**config.mk**
```make
export PLATFORM = sky130hd
export DESIGN_NAME = ps2_dev_xcvr
export DESIGN_NICKNAME = d
export VERILOG_FILES = /design/src/rtl/ps2_pkg.sv /design/src/rtl/ps2_sync.sv /design/src/rtl/ps2_txq.sv /design/src/rtl/ps2_dev_xcvr.sv
export SDC_FILE = /design/constraint.sdc
export NUM_CORES = 1
export LEC_CHECK = 0
export ABC_AREA = 1
export BUFFER_PORTS_ARGS = -buffer_cell sky130_fd_sc_hd__buf_2
export CAP_MARGIN = 5
export CORE_ASPECT_RATIO = 0.6
export CORE_MARGIN = 3
export CORE_UTILIZATION = 48
export CTS_BUF_LIST = sky130_fd_sc_hd__clkbuf_8
export CTS_CLUSTER_DIAMETER = 60
export DETAILED_ROUTE_END_ITERATION = 10
export PLACE_DENSITY = 0.65
export SYNTH_ARGS = -nofsm -noshare
export SYNTH_HDL_FRONTEND = slang
export SYNTH_SLANG_ARGS = --single-unit
```
**constraint.sdc**
```tcl
create_clock -name clk -period 3.1 [get_ports clk]
set_clock_uncertainty 0.05 [all_clocks]
set_input_delay 0.155 -clock clk [delete_from_list [all_inputs] [get_ports clk]]
set_output_delay 0.155 -clock clk [all_outputs]
set_load 0.005 [all_outputs]
```
**src/rtl/ps2_pkg.sv**
```systemverilog
// Shared types and helpers for the PS/2 device transceiver.
// Assumes: frames are 11 bits with odd parity.
package ps2_pkg;
    typedef enum logic [1:0] {XS_IDLE, XS_SEND, XS_RECV} xfer_state_e;

    localparam int          FRAME_BITS = 11;
    localparam logic [7:0]  ACK_BYTE   = 8'hFA;

    // Parity bit that makes data plus parity hold an odd count of ones.
    function automatic logic odd_parity(input logic [7:0] d);
        return ~^d;
    endfunction
endpackage

```
**src/rtl/ps2_sync.sv**
```systemverilog
// Multi-bit, multi-stage flop synchronizer for asynchronous line levels.
// Assumes: each bit is independent; the reset value is the idle level.
module ps2_sync #(
    parameter int           W       = 2,
    parameter int           STAGES  = 2,
    parameter logic [W-1:0] RST_VAL = '0
) (
    input  logic         clk,
    input  logic         rst_n,
    input  logic [W-1:0] d,
    output logic [W-1:0] q
);
    logic [W-1:0] stg [STAGES];

    genvar i;
    generate
        for (i = 0; i < STAGES; i++) begin : g_stage
            // Shift the level one stage further towards the core clock domain.
            always_ff @(posedge clk) begin
                if (!rst_n)      stg[i] <= RST_VAL;
                else if (i == 0) stg[i] <= d;
                else             stg[i] <= stg[(i == 0) ? 0 : i-1];
            end
        end
    endgenerate

    assign q = stg[STAGES-1];
endmodule

```
**src/rtl/ps2_txq.sv**
```systemverilog
// Single-entry holder for the byte waiting to go out on the wire.
// Assumes: done pulses once, when the frame carrying the held byte ends.
module ps2_txq
    import ps2_pkg::*;
(
    input  logic       clk,
    input  logic       rst_n,
    input  logic [7:0] tx_data,
    input  logic       tx_valid,
    input  logic       ack_req,
    input  logic       done,
    output logic       tx_ready,
    output logic       pend,
    output logic [7:0] held
);
    // Load the acknowledge byte or the offered byte; free the slot on completion.
    always_ff @(posedge clk) begin
        if (!rst_n) begin
            pend <= 1'b0;
            held <= '0;
        end else if (done) begin
            pend <= 1'b0;
        end else if (!pend) begin
            if (ack_req) begin
                pend <= 1'b1;
                held <= ACK_BYTE;
            end else if (tx_valid) begin
                pend <= 1'b1;
                held <= tx_data;
            end
        end
    end

    assign tx_ready = !pend && !ack_req;
endmodule

```
**src/rtl/ps2_dev_xcvr.sv**
```systemverilog
// Device end of a PS/2 link: generates the clock, sends queued bytes,
// receives host bytes after a request to send, and honours host inhibit.
// Assumes: line inputs are the wired-AND of our pulls and the host's pulls.
module ps2_dev_xcvr
    import ps2_pkg::*;
#(
    parameter int HALF_CYC = 240
) (
    input  logic       clk,
    input  logic       rst_n,
    input  logic [7:0] tx_data,
    input  logic       tx_valid,
    output logic       tx_ready,
    input  logic       ack_req,
    output logic [7:0] rx_data,
    output logic       rx_valid,
    output logic       rx_perr,
    input  logic       ps2_clk_in,
    input  logic       ps2_dat_in,
    output logic       ps2_clk_pull,
    output logic       ps2_dat_pull,
    output logic       host_inhibit
);
    localparam int CW       = $clog2(HALF_CYC + 1);
    localparam int SEND_END = FRAME_BITS - 1;
    localparam int RECV_END = FRAME_BITS;

    xfer_state_e      st;
    logic             ph_lo;
    logic [3:0]       bitn;
    logic [CW-1:0]    cnt;
    logic [FRAME_BITS-1:0] rx_sh;
    logic             clk_s, dat_s, own_s;
    logic             pend, send_done, half_end;
    logic [7:0]       held;
    logic [FRAME_BITS-1:0] frame;
    logic [3:0]       last_bit;

    ps2_sync #(.W(3), .STAGES(2), .RST_VAL(3'b011)) u_sync (
        .clk   (clk),
        .rst_n (rst_n),
        .d     ({ps2_clk_pull, ps2_clk_in, ps2_dat_in}),
        .q     ({own_s, clk_s, dat_s})
    );

    ps2_txq u_txq (
        .clk      (clk),
        .rst_n    (rst_n),
        .tx_data  (tx_data),
        .tx_valid (tx_valid),
        .ack_req  (ack_req),
        .done     (send_done),
        .tx_ready (tx_ready),
        .pend     (pend),
        .held     (held)
    );

    assign frame     = {1'b1, odd_parity(held), held, 1'b0};
    assign half_end  = (cnt == CW'(HALF_CYC - 1));
    assign last_bit  = (st == XS_SEND) ? 4'(SEND_END) : 4'(RECV_END);
    assign send_done = (st == XS_SEND) && ph_lo && half_end && (bitn == 4'(SEND_END));

    // Pull enables: clock low in the low phase, data per bit or the line acknowledge.
    always_comb begin
        ps2_clk_pull = (st != XS_IDLE) && ph_lo;
        ps2_dat_pull = 1'b0;
        if (st == XS_SEND && bitn < 4'(FRAME_BITS)) ps2_dat_pull = !frame[bitn];
        else if (st == XS_RECV)                     ps2_dat_pull = (bitn == 4'(RECV_END));
    end

    // Clock low while neither our current nor our recently synchronized pull explains it.
    assign host_inhibit = !clk_s && !own_s && !ps2_clk_pull;

    // Transfer sequencer: idle guard, half-period timing, bit stepping and abort.
    always_ff @(posedge clk) begin
        if (!rst_n) begin
            st       <= XS_IDLE;
            ph_lo    <= 1'b0;
            bitn     <= '0;
            cnt      <= '0;
            rx_sh    <= '0;
            rx_data  <= '0;
            rx_valid <= 1'b0;
            rx_perr  <= 1'b0;
        end else begin
            rx_valid <= 1'b0;
            rx_perr  <= 1'b0;
            if (st == XS_IDLE) begin
                ph_lo <= 1'b0;
                bitn  <= '0;
                if (clk_s && !own_s) begin
                    if (!half_end) begin
                        cnt <= cnt + 1'b1;
                    end else if (!dat_s) begin
                        st  <= XS_RECV;
                        cnt <= '0;
                    end else if (pend) begin
                        st  <= XS_SEND;
                        cnt <= '0;
                    end
                end else begin
                    cnt <= '0;
                end
            end else if (!ph_lo && host_inhibit) begin
                st  <= XS_IDLE;
                cnt <= '0;
            end else if (!half_end) begin
                cnt <= cnt + 1'b1;
            end else begin
                cnt <= '0;
                if (!ph_lo) begin
                    ph_lo <= 1'b1;
                    if (st == XS_RECV && bitn < 4'(FRAME_BITS)) rx_sh[bitn] <= dat_s;
                end else if (bitn == last_bit) begin
                    st    <= XS_IDLE;
                    ph_lo <= 1'b0;
                    if (st == XS_RECV) begin
                        rx_data  <= rx_sh[8:1];
                        rx_valid <= 1'b1;
                        rx_perr  <= ~^rx_sh[9:1];
                    end
                end else begin
                    bitn  <= bitn + 1'b1;
                    ph_lo <= 1'b0;
                end
            end
        end
    end
endmodule

```
# After elaboration in Yosys (flattened, before gate mapping)
# Memories as Yosys holds them, arrays and structs flattened.
# Cells that the tools add are included.
[op_classes]
n_eq_ne = 10
n_reduce_logical = 37
n_lt_le_gt_ge = 3
bitwise = 11
muxes = 35
add_sub_neg = 2
[ops]
columns = ["op", "n"]
rows = [
  ["8-bit 2-to-1 mux", 9],
  ["2-bit 2-to-1 mux", 9],
  ["1-bit logical AND", 12],
  ["1-bit 2-to-1 mux", 12],
  ["6-bit AND reduction", 2],
  ["11-bit bitwise mux", 1],
  ["1-bit inverter", 9],
  ["9-bit XNOR reduction", 1],
  ["8-bit by 1-bit adder with 8-bit output (second input constant)", 1],
  ["4-bit == test (second input constant)", 2],
  ["8-bit == test (second input constant)", 1],
  ["8-bit XNOR reduction", 1],
  ["1-bit zero test", 7],
  ["7-bit OR reduction", 1],
  ["3-bit 2-to-1 mux", 2],
  ["2-bit nonzero test", 3],
  ["3-bit nonzero test", 2],
  ["6-bit OR reduction", 1],
  ["4-bit by 5-bit < comparator with 1-bit output (second input constant)", 1],
  ["5-bit by 4-bit != test with 1-bit output (second input constant)", 1],
  ["5-bit AND reduction", 1],
  ["4-bit by 1-bit adder with 4-bit output (second input constant)", 1],
  ["1-bit binary-select mux with 4-bit select", 1],
  ["1-bit demux with 4-bit select", 1],
  ["14 further kinds", 16],
]
[totals]
memories = 1
inputBits = 14
register_bits = 45
mem_bits_rw = 6
out_inout_bits = 14
[mem_list]
columns = ["memory", "words", "width", "read_ports", "rd_ports_with_merged_regs", "write_ports", "line", "text"]
rows = [
  ["u_sync.stg", 2, 3, 2, 0, 2, "ps2_sync.sv:13", "logic [W-1:0] stg [STAGES];"],
]

# Logic depth before layout (Yosys ltp)
[logic_depth]
depth_word = 8
ltp_mapped = 12
mapped_depth_nobuf = 12

# Cells and area by module
# From an unflattened synthesis, not the netlist that was laid out.
[unflattened]
cells_unflattened = 393
area_unflattened_um2 = 2676.3
[by_module_without_submodules]
columns = ["module", "seq_area_each_um2", "n_inst", "area_each_um2", "cells_per_inst"]
rows = [
  ["ps2_dev_xcvr", 680.7, 1, 2015.7, 314],
  ["ps2_txq", 180.2, 1, 495.5, 61],
  ["ps2_sync", 120.1, 1, 165.2, 18],
]

# Worst setup path after synthesis
# Ideal clock, no wire load.
[synth_timing]
path_type = "register to register"
start = "register cnt[0]"
end = "register rx_perr"
setup_time_ps = 66
period_less_slack_ps = 1552
path_stages_with_launch = 12
path_slack_ps = 1548
t_required_ps = 2984
arrival_time_ps = 1436
cell_sequence = "dfxtp_1 ha_1 nand2_1 inv_2 nand2_2 nor2_4 nand2_4 clkinv_4 nand2_4 nor3_4 nand2_2 a21oi_2"
[synth_between]
elab_chain_len = 3
[synth_lines]
columns = ["item", "line", "text"]
rows = [
  ["start, declared", "ps2_dev_xcvr.sv:31", "logic [CW-1:0] cnt;"],
  ["start signal, assigned", "ps2_dev_xcvr.sv:93", "cnt <= cnt + 1'b1;"],
  ["start signal, assigned", "ps2_dev_xcvr.sv:108", "cnt <= cnt + 1'b1;"],
  ["8-bit == test", "ps2_dev_xcvr.sv:59", "assign half_end = (cnt == CW'(HALF_CYC - 1));"],
  ["1-bit inverter (no line)", "n/a", ""],
  ["7-bit OR reduction (no line)", "n/a", ""],
  ["end signal, assigned", "ps2_dev_xcvr.sv:120", "rx_perr <= ~^rx_sh[9:1];"],
  ["end, declared", "ps2_dev_xcvr.sv:17", "output logic rx_perr,"],
]
# Every way passes these cells.
# A chain may end at the register's enable or synchronous reset.

# Final worst setup path
[layout_timing]
start = "register bitn[0]"
end = "output port ps2_dat_pull"
[layout_between]
elab_chain_len = 4
elab_cells_between_ends = 8
[layout_lines]
columns = ["item", "line", "text"]
rows = [
  ["start, declared", "ps2_dev_xcvr.sv:30", "logic [3:0] bitn;"],
  ["start signal, assigned", "ps2_dev_xcvr.sv:123", "bitn <= bitn + 1'b1;"],
  ["1-bit binary-select mux with 4-bit select", "ps2_dev_xcvr.sv:67", "if (st == XS_SEND && bitn < 4'(FRAME_BITS)) ps2_dat_pull = !frame[bitn];"],
  ["1-bit 2-to-1 mux (implied by the code)", "ps2_dev_xcvr.sv:67", ""],
  ["1-bit zero test", "ps2_dev_xcvr.sv:67", ""],
  ["1-bit 2-to-1 mux (*)", "ps2_dev_xcvr.sv:67", ""],
  ["end, declared", "ps2_dev_xcvr.sv:21", "output logic ps2_dat_pull,"],
]
# Every way passes the cells marked *; elsewhere a longest branch is shown, timed or not. The select of a mux whose other input is x is not followed.

==> flow_metrics.py <==
metrics = {
    "status": {
        "status": "complete, no violations",
    },
    "drt": {
        "dr.first_iter.drc_count": 163,
        "drt-total-wl_um": 6260,
        "drt_pass1_iterations": 4,
        "ant_nets": 0,
        "vias_per_cell": 4.97,
        "via_count": 2528,
        "drc": 0,
        "avgRoutedWirePerCell_um": 12.3,
    },
    "clocking": {
        "ctsHoldBuffers": 2,
        "cts_resized": 0,
        "numCtsBuffers": 5,
        "cts_tree": "yes",
        "h-tree-depth": 2,
        "clkSlewWorstSetupHoldPaths_ns": 0.10,
        "clkSinkCount": 49,
        "root_buffer": "clkbuf_8",
        "clock_latency_ns": 0.30,
        "cts_max_path_buffers": 2,
        "cts_setup_buffers": 0,
    },
    "placement": {
        "gp_congestion": 0.841,
        "io_buffers": 27,
        "postPlaceCellArea_um2": 2900,
        "pre_cts_ws_ns": 1.24,
        "dp_hpwl_um": 4820,
    },
    "final_layout": {
        "layout_common_cells": "nand2_1, nor2_1, dfxtp_1",
        "antenna_cells": 0,
        "postLayoutCellArea_um2": 3000,
        "syn_to_final_growth_pct": 11.2,
        "finalNetCount": 461,
        "fin_util_pct": 57.4,
        "drive_above_1_share_pct": 15.1,
        "final_common_cell": "nand2_1",
    },
    "setup_path": {
        "crit_fanout": 9,
        "regToRegEndpoint": "rx_perr",
        "path_class": "flop to output pin",
        "cp_data_required_time_ns": 2.89,
        "ff2ff_path_depth": 11,
        "reg2reg_slack_ns": 1.22,
        "reg2reg_from": "cnt[0]",
        "worst_setup_path_end_kind": "output pin",
        "cp-start-kind": "flop",
        "critical_path_arrival_ns": 1.70,
    },
    "die": {
        "core_area_um2": 5230,
        "die_w_um": 103,
        "die_height_um": 64.1,
        "die-area_um2": 6590,
        "rows": 20,
        "initial_core_util_pct": 51.6,
        "io_pins": 28,
    },
    "logic_synthesis": {
        "synth_area_leaders": "dfxtp_1, nand2_1, nor2_1, inv_1, a21oi_1",
        "postSynthCellCount": 411,
        "syn_area_um2": 2700,
        "seq_area_frac_synth_pct": 36.3,
        "yosysUniqueCellTypes": 30,
        "yosysTopAreaCellShare_pct": 36.3,
        "ys_warn_count": 0,
        "synth_area_per_cell_um2": 6.57,
        "syn-num-nets": 430,
        "synth-seq-cells": 49,
        "yosysTopAreaCell": "dfxtp_1",
    },
    "timing": {
        "setup_ws_ns": 1.20,
        "min_period_ns": 1.90,
        "fin_crit_sh_pct": 61.4,
        "hold_viol": 0,
        "finalSetupViolCount": 0,
        "slew_headroom_pct": 56.2,
        "tightest_slew_ns": 0.655,
        "whs_ns": 0.0661,
        "rsz0062_at_grt": "no",
        "setup-tns-final_ns": 0,
        "max_clock_freq_ghz": 0.526,
        "slew_viol_final": 0,
    },
    "global_routing": {
        "grt_pass1_wl_um": 10700,
        "grt_pass1_vias": 2204,
        "antenna_found_initial": 0,
        "grt_max_degree": 25,
        "grt_usage_pct": 20.4,
        "grt_overflow_total": 0,
    },
    "pwr": {
        "power_density_nw_per_um2": 382,
        "ir_worst_vdd_mv": 0.169,
        "power.leakage_nw": 1.43,
    },
    "worst_hold_path": {
        "min_to": "u_txq.pend",
        "min_path_type": "primary input to flop",
        "hold_path_depth": 3,
        "holdCritStartpoint": "tx_valid",
    },
    "run": {
        "drv_cap": 0,
    },
}
cell usage after synthesis, drive strengths merged:
master / number
or2: 10
nor2: 74
nand3b: 1
dfxtp: 49
clkinv: 2
nor3: 4
ha: 5
inv: 48
o21bai: 1
o21ai: 17
nand2: 121
buf: 3
clkbuf: 3
a21oi: 25
xor2: 1
xnor2: 5
nand3: 24
nand4: 17
a211oi: 1
report_power, final:
group / leakage (nW) / switching (mW) / internal, mW / total [mW]
sequential: 0.398 / 0.0191 / 0.643 / 0.662
combinational: 0.979 / 0.0587 / 0.0422 / 0.101
clock: 0.0497 / 0.224 / 0.158 / 0.382
total: 1.43 / 0.302 / 0.843 / 1.15
per-stage QoR:
| step | std cells | power, mW |
|---|---|---|
| 5_1_grt | 509 | 1.20 |
| 6_report | 509 | 1.15 |
| 3_3_place_gp | 499 | 0.773 |
| 3_5_place_dp | 499 | 0.774 |
| 4_1_cts | 509 | 1.15 |
| 2_1_floorplan | 411 | 0.743 |
per-layer routing:
layer	vias to the layer above	GRT usage, %	part of all wire (%)
met1	1109	34.1	57
met5	-	0	0
li1	1361	-	-
met3	7	3.60	5.8
met4	0	4.36	0.78
met2	51	26.3	36
logic make-up (layout without fill, tap and decap cells):
| kind of cell | count (synthesis) | count (layout) | share of synthesized area, % |
|---|---|---|---|
| fa+ha+maj | 5 | 5 | 2.32 |
| simple gates | 251 | 251 | 42.6 |
| xor+xnor | 6 | 6 | 1.95 |
| compound gates | 44 | 44 | 8.62 |
| flops | 49 | 49 | 36.3 |
| buf+inv | 56 | 88 | 8.21 |
worst max-delay path by stage:
| stage | start | endpoint | slack (ns) | depth (start not counted) |
|---|---|---|---|---|
| floorplan | cnt[0] | rx_perr | 1.55 | 11 |
| global placement | cnt[0] | rx_perr | 1.22 | 11 |
| detailed placement | cnt[0] | rx_perr | 1.24 | 11 |
| CTS | cnt[0] | rx_perr | 1.21 | 11 |
| global route | bitn[1] | ps2_dat_pull | 1.00 | 9 |
| finish | bitn[0] | ps2_dat_pull | 1.20 | 10 |
flip-flops by register name, indices dropped and copies added (netlist names), 2 cells and up:
name and count:
bitn 4, st 2, rx_sh 9, rx_data 8, u_sync.stg 6, cnt 8
u_txq.held 8
critical path, cell delays in order, from the launching register on:
cell     delay [ns]
dfxtp_1        0.53
inv_2          0.15
nor2_1         0.15
nand2_1        0.06
nand2_1        0.05
a21oi_1        0.04
a21oi_1        0.12
nand2_1        0.07
nand2_1        0.05
nand2_1        0.05
buf_2          0.12
layout make-up:
cell class              count  area (µm²)
flip-flops and latches     49         981
inverters                  50         193
well taps                  66        82.6
clock buffers               5        68.8
multi-input cells         306        1500
clock inverters             3        17.5
fillers                   533        2230
repair buffers             30         163
(Power assumes the default switching activity.)
